File: src/rtl/irq_cause_pkg.sv
package irq_cause_pkg;
  parameter int VEC_NUM = 64;
  parameter int CAUSE_W = 8;
  localparam int IDX_W = $clog2(VEC_NUM);

  typedef enum logic [CAUSE_W-1:0] {
    CAUSE_NONE = 8'd0,
    CAUSE_RING = 8'd1,
    CAUSE_LINK = 8'd2
  } cause_e;

  // strobes from control to datapath
  typedef struct packed {
    logic               hostWr;
    logic [IDX_W-1:0]   hostIdx;
    logic [CAUSE_W-1:0] hostData;
    logic               evtStore;
    logic               evtReq;
    logic [IDX_W-1:0]   evtIdx;
    logic [CAUSE_W-1:0] evtCause;
    logic               rdEn;
    logic               rdHit;
    logic [IDX_W-1:0]   rdIdx;
  } strobe_t;
endpackage

File: src/rtl/irq_cause_ctrl.sv
module irq_cause_ctrl
  import irq_cause_pkg::*;
#(
  parameter int ADDR_W = 16,
  parameter logic [ADDR_W-1:0] BASE_ADDR = 16'h0C00
) (
  input  logic                bypassEn,
  input  logic                evtValid,
  input  logic [IDX_W-1:0]    evtVector,
  input  logic [CAUSE_W-1:0]  evtCause,
  input  logic [CAUSE_W-1:0]  curCause,
  input  logic                regWrEn,
  input  logic                regRdEn,
  input  logic [ADDR_W-1:0]   regAddr,
  input  logic [CAUSE_W-1:0]  regWrData,
  output strobe_t             st
);
  localparam logic [ADDR_W-1:0] WIN_SIZE = ADDR_W'(VEC_NUM);

  logic [ADDR_W-1:0] offset;
  logic              inWin;
  logic              evtOk;
  logic              clearSame;
  logic              armed;

  assign offset = regAddr - BASE_ADDR;
  assign inWin  = (regAddr >= BASE_ADDR) && (offset < WIN_SIZE);
  assign evtOk  = evtValid && (evtCause != CAUSE_NONE);

  // a host clear of the same vector in this cycle re-arms it for the event
  assign clearSame = regWrEn && inWin && (offset[IDX_W-1:0] == evtVector)
                     && (regWrData == '0);
  assign armed = (curCause == '0) || clearSame;

  always_comb begin
    st          = '0;
    st.hostWr   = regWrEn && inWin;
    st.hostIdx  = offset[IDX_W-1:0];
    st.hostData = regWrData;
    st.evtIdx   = evtVector;
    st.evtCause = evtCause;
    st.rdEn     = regRdEn;
    st.rdHit    = regRdEn && inWin;
    st.rdIdx    = offset[IDX_W-1:0];
    if (bypassEn) begin
      st.evtStore = 1'b0;
      st.evtReq   = evtOk;
    end else begin
      st.evtStore = evtOk && armed;
      st.evtReq   = evtOk && armed;
    end
  end
endmodule

File: src/rtl/irq_cause_dp.sv
module irq_cause_dp
  import irq_cause_pkg::*;
(
  input  logic               clk,
  input  logic               rstN,
  input  strobe_t            st,
  input  logic [IDX_W-1:0]   lookIdx,
  output logic [CAUSE_W-1:0] lookCause,
  output logic [CAUSE_W-1:0] rdData,
  output logic               rdValid,
  output logic [VEC_NUM-1:0] msgReq
);
  logic [VEC_NUM-1:0][CAUSE_W-1:0] causeAll;

  for (genvar v = 0; v < VEC_NUM; v++) begin : g_slot
    logic [CAUSE_W-1:0] slotQ;
    always_ff @(posedge clk or negedge rstN) begin
      if (!rstN) begin
        slotQ <= '0;
      end else if (st.evtStore && (st.evtIdx == IDX_W'(v))) begin
        slotQ <= st.evtCause;
      end else if (st.hostWr && (st.hostIdx == IDX_W'(v))) begin
        slotQ <= st.hostData;
      end
    end
    assign causeAll[v] = slotQ;
  end

  assign lookCause = causeAll[lookIdx];

  always_ff @(posedge clk or negedge rstN) begin
    if (!rstN) begin
      rdData  <= '0;
      rdValid <= 1'b0;
      msgReq  <= '0;
    end else begin
      rdValid <= st.rdEn;
      rdData  <= st.rdHit ? causeAll[st.rdIdx] : '0;
      msgReq  <= st.evtReq ? (VEC_NUM'(1) << st.evtIdx) : '0;
    end
  end
endmodule

File: src/rtl/irq_cause_mask.sv
module irq_cause_mask
  import irq_cause_pkg::*;
#(
  parameter int ADDR_W = 16,
  parameter logic [ADDR_W-1:0] BASE_ADDR = 16'h0C00
) (
  input  logic               clk,
  input  logic               rstN,
  input  logic               bypassEn,
  input  logic               evtValid,
  input  logic [IDX_W-1:0]   evtVector,
  input  logic [CAUSE_W-1:0] evtCause,
  input  logic               regWrEn,
  input  logic               regRdEn,
  input  logic [ADDR_W-1:0]  regAddr,
  input  logic [CAUSE_W-1:0] regWrData,
  output logic [CAUSE_W-1:0] regRdData,
  output logic               regRdValid,
  output logic [VEC_NUM-1:0] msgReq
);
  strobe_t            st;
  logic [CAUSE_W-1:0] curCause;

  irq_cause_ctrl #(.ADDR_W(ADDR_W), .BASE_ADDR(BASE_ADDR)) ctrlI (
    .bypassEn (bypassEn),
    .evtValid (evtValid),
    .evtVector(evtVector),
    .evtCause (evtCause),
    .curCause (curCause),
    .regWrEn  (regWrEn),
    .regRdEn  (regRdEn),
    .regAddr  (regAddr),
    .regWrData(regWrData),
    .st       (st)
  );

  irq_cause_dp dpI (
    .clk      (clk),
    .rstN     (rstN),
    .st       (st),
    .lookIdx  (evtVector),
    .lookCause(curCause),
    .rdData   (regRdData),
    .rdValid  (regRdValid),
    .msgReq   (msgReq)
  );
endmodule

File: config.mk
export PLATFORM = sky130hd
export DESIGN_NAME = irq_cause_mask
export DESIGN_NICKNAME = d
export VERILOG_FILES = /design/src/rtl/irq_cause_pkg.sv /design/src/rtl/irq_cause_ctrl.sv /design/src/rtl/irq_cause_dp.sv /design/src/rtl/irq_cause_mask.sv
export SDC_FILE = /design/constraint.sdc
export NUM_CORES = 1
export LEC_CHECK = 0
export ABC_AREA = 0
export BUFFER_PORTS_ARGS = -buffer_cell sky130_fd_sc_hd__buf_2
export CORE_MARGIN = 2
export CORE_UTILIZATION = 57
export DETAILED_ROUTE_END_ITERATION = 6
export PLACE_DENSITY_LB_ADDON = 0.25
export SYNTH_ARGS = -nofsm -noshare
export SYNTH_HDL_FRONTEND = slang
export SYNTH_SLANG_ARGS = --single-unit
File: constraint.sdc
create_clock -name clk -period 2.55 [get_ports clk]
set_input_delay 0.255 -clock clk [delete_from_list [all_inputs] [get_ports clk]]
set_output_delay 0.255 -clock clk [all_outputs]
set_load 0.05 [all_outputs]
==> Flow_metrics.wiki <==
{| class="wikitable"
! Metric !! Value
|-
| Die area || 0.0618 mm^2
|-
| Startpoint type of the worst setup path || register
|-
| Highest clock frequency the design can meet || 308 MHz
|-
| Shortest clock period the worst path allows after layout || 3.24 ns
|-
| RD Place Congestion || 1.06
|-
| Multi-input combinational cell area || 0.0194 mm^2
|-
| Number of antenna violations at the first check in global routing || 17
|-
| Total design power || 26.2 mW
|-
| Required @ worst endpoint || 3.09 ns
|-
| Pin count of the biggest net entering global routing || 69
|-
| Dominant synthesized flop cell || dfrtp_1
|-
| Post-synth EDFFs || 0
|-
| Power Dens Cells || 565 mW/mm^2
|-
| Top area cells in the synthesized netlist || dfrtp_1 (43%), mux2i_1 (16%), a32oi_1 (13%), mux4_2 (12%), nor2_1 (2.2%)
|-
| Final Routed Wirelength || 156 mm
|-
| Wire length of the first global-routing pass || 227 mm
|-
| Drt initial violations || 5377
|-
| Number of top-level design ports || 117
|-
| Per-instance average area after synthesis || 12.0 um^2
|-
| Async S/R FF share, synth || 100%
|-
| Leakage power summed over all cells || 22.7 nW
|-
| Fraction of final layout cells sized beyond drive strength 1 || 41.9%
|-
| Wire per inst || 35.0 um
|-
| Synth Register Bits || 585
|-
| Min setup slack post-route || -0.694 ns
|-
| Final cell count without fillers || 4467
|-
| Violations in the final reports || setup timing
|-
| Vert. Die Dim || 249 um
|-
| Ranking of synthesized cells by instance count || dfrtp_1 (585), mux2i_1 (536), a32oi_1 (512)
|-
| Post-detailed-route via-to-cell ratio || 7.65
|-
| Outcome || finished with violations
|-
| Worst-case headroom to the max-slew limit || 22.3%
|-
| Peak fanout along the critical path || 9
|-
| Number of fill cells || 3535
|-
| Crit end category || register
|-
| Final ANT Viol Nets || 0
|-
| Nets@finish || 3680
|-
| Gr usage total || 49.4%
|-
| Final setup fails || 576
|-
| Number of clock sinks || 585
|-
| Final setup skew || 0.0303 ns
|-
| Transition time of the tightest slew-check pin || 1.17 ns
|-
| Half-perimeter wire length after detailed placement || 105 mm
|-
| DRC violation count after routing || 0
|-
| Switching Fraction || 29.0%
|-
| Slowest Stage Delay on Critical Path || 0.49 ns
|-
| Area of the mapped netlist || 0.0341 mm^2
|-
| Area share of the leading cell type in the synthesized netlist || 43.0%
|-
| Setup TNS || -324.50 ns
|-
| Family with the most delay on the worst path || multiplexers
|-
| CTS tree || yes
|-
| Register area || 0.0146 mm^2
|-
| Unrepaired setup endpoints after global routing || yes
|-
| Final core utilization || 78.6%
|-
| Portion of total power attributed to combinational logic || 20.3%
|-
| Final hold violation count || 0
|-
| Post-Syn Instances || 2849
|-
| Skew-Pair Late Insertion Delay || 0.65 ns
|-
| Largest voltage drop on the vdd net || 0.000626 V
|-
| Sequential group share of total power || 39.0%
|-
| Start-to-end type of the worst setup path || register to register
|-
| Sequential element share of the synthesized area || 43.0%
|-
| Number of buffers created by CTS || 67
|-
| Leading cell type by number of instances after synthesis || dfrtp_1
|-
| Number of warning messages in the yosys log || 0
|-
| Dominant cell type by area after synthesis || dfrtp_1
|-
| Clock network fraction of design power || 40.7%
|-
| Number of global-route vias before repair || 34000
|-
| Die outline width || 249 um
|-
| Starting Density || 57.7%
|-
| Vias post-DR || 34200
|-
| Sum of buffers and inverters on the critical path || 4
|-
| Class of the tightest hold or removal check || input pin to async pin
|-
| Final Max Slew Viols || 0
|-
| Netlist cell types || 55
|-
| Slowest CP cell || mux4_2
|-
| Clock edge transition at the registers on the reported setup and hold paths || 0.06 ns
|-
| Number of levels in the clock H-tree || 3
|-
| Max Cap Viol || 0
|-
| Synthesized net count || 2893
|-
| Area added between synthesis and finish || 36.1%
|-
| Total grt overflow || 0
|-
| Chain of cells forming the critical path || mux4_2 > mux2_4 > a2111oi_4 > buf_4 > a21oi_2 > nand4_1 > nand3_2 > o21ai_4 > buf_6 > buf_12 > buf_16 > nand3_4 > a32oi_1
|-
| Worst-case register-to-register setup slack || -0.69 ns
|-
| Clock Root Buffer || clkbuf_16
|-
| Site Rows || 89
|-
| WP data arrival || 3.78 ns
|-
| Power dissipated by switching net loads || 7.60 mW
|-
| Worst-case hold slack || 0.206 ns
|-
| Internal power component || 18.6 mW
|-
| Port buffer count || 116
|-
| Maximum count of clock buffers along a single path || 3
|-
| Area of the core region || 0.0590 mm^2
|-
| Count of placed standard cells including taps || 4316
|-
| Router iterations before antenna repair || 7
|-
| Tcrit/Tclk final || 127%
|}
-- kinds of logic after synthesis --
family | count (synthesis) | synth area share [%]
xor+xnor | 6 | 0.154
compound gates | 641 | 15.6
flops | 585 | 43.0
simple gates | 577 | 8.92
mux | 727 | 28.2
buf+inv | 313 | 4.17
-- per-stage QoR --
stage	worst slack [ns]	cell area, um^2
final	-0.694	46400
after detailed placement	-1.05	42300
after global placement	-0.951	42300
after CTS	-0.555	45600
after global routing	-0.718	46400
after floorplan	-0.0421	34400
-- area by class of cell --
type | count | share of cell area (%)
Antenna cell | 5 | 0.0270
Clock buffer | 99 | 4.46
Clock inverter | 23 | 0.788
Inverter | 3 | 0.0243
Multi-Input combinational cell | 1951 | 41.9
Sequential cell | 585 | 31.6
Tap cell | 773 | 2.09
Timing Repair Buffer | 1028 | 19.2
-- power by group through the flow --
stage	clock (mW)	combinational (mW)	sequential [mW]
floorplan	0	2.21	10.3
global placement	0	4.63	10.3
detailed placement	0	4.76	10.4
CTS	10.6	4.94	10.2
global route	11.0	5.43	10.3
finish	10.7	5.31	10.2
-- worst paths after layout --
check	endpoint	startpoint	cells past startpoint
setup reg to reg	dpI.g_slot[50].slotQ[2]$_DFFE_PN0P_	dpI.g_slot[42].slotQ[5]$_DFFE_PN0P_	13
hold / removal	dpI.msgReq[44]$_DFF_PN0_	rstN	2
max in group asynchronous	dpI.g_slot[45].slotQ[6]$_DFFE_PN0P_	rstN	4
setup / recovery	dpI.g_slot[50].slotQ[2]$_DFFE_PN0P_	dpI.g_slot[42].slotQ[5]$_DFFE_PN0P_	13
min in group clk	dpI.g_slot[3].slotQ[2]$_DFFE_PN0P_	regWrData[2]	4
hold reg to reg	dpI.g_slot[3].slotQ[2]$_DFFE_PN0P_	dpI.g_slot[3].slotQ[2]$_DFFE_PN0P_	2
-- registers in the layout, indices dropped and copies added (netlist names) --
name / cells
dpI.g_slot.slotQ: 512
dpI.msgReq: 64
dpI.rdData: 8
dpI.rdValid: 1
-- worst register-to-register path: cells and delay by family (launching register included) --
kind            cells  cell delay (ns)
mux                 2             0.79
compound gates      4             0.78
flops               1             0.44
simple gates        3             0.40
buf+inv             4             0.73
-- cells in the final DEF (no fill, tap or decap), types with 9 or more instances in the layout --
master,synthesis,final
buf_4,44,792
dfrtp_1,585,585
mux2i_1,536,536
a32oi_1,512,419
mux4_2,187,187
nor2_1,202,183
buf_2,48,111
a32oi_2,0,93
nand2_1,89,89
buf_12,0,85
nor3_1,83,73
clkbuf_16,0,73
nand3_4,0,51
a21oi_1,48,47
nor4_1,40,34
clkbuf_8,0,22
a211oi_1,20,18
buf_6,3,17
nor2b_1,18,16
or4_1,15,13
nand3_1,19,13
nand2b_1,11,11
o211ai_1,11,11
nor2_2,1,10
nand4_1,10,10
nor3_2,4,10
nand3_2,55,10
nor2_4,0,10
nor3b_1,9,9
-- layer usage --
| layer | global-route usage [%] | up-vias | part of all wire, % |
|---|---|---|---|
| met5 | 0 | - | 0.10 |
| met4 | 28.5 | 26 | 7.5 |
| met3 | 19.2 | 855 | 16 |
| met2 | 71.4 | 3215 | 42 |
| met1 | 63.5 | 16800 | 34 |
| li1 | - | 13200 | - |
-- repair_timing --
| item | 4_1_cts | 5_1_grt |
|---|---|---|
| gates cloned | 6 | 3 |
| resized for setup | 106 | 91 |
| setup buffers | 8 | 5 |
| setup endpoints to repair | 576 | 576 |
| endpoints found under the hold margin | 44 | 0 |
| hold buffers | 2 | 0 |
| pin swaps | 51 | 50 |
Note: power is estimated with default switching activity, not from simulation.
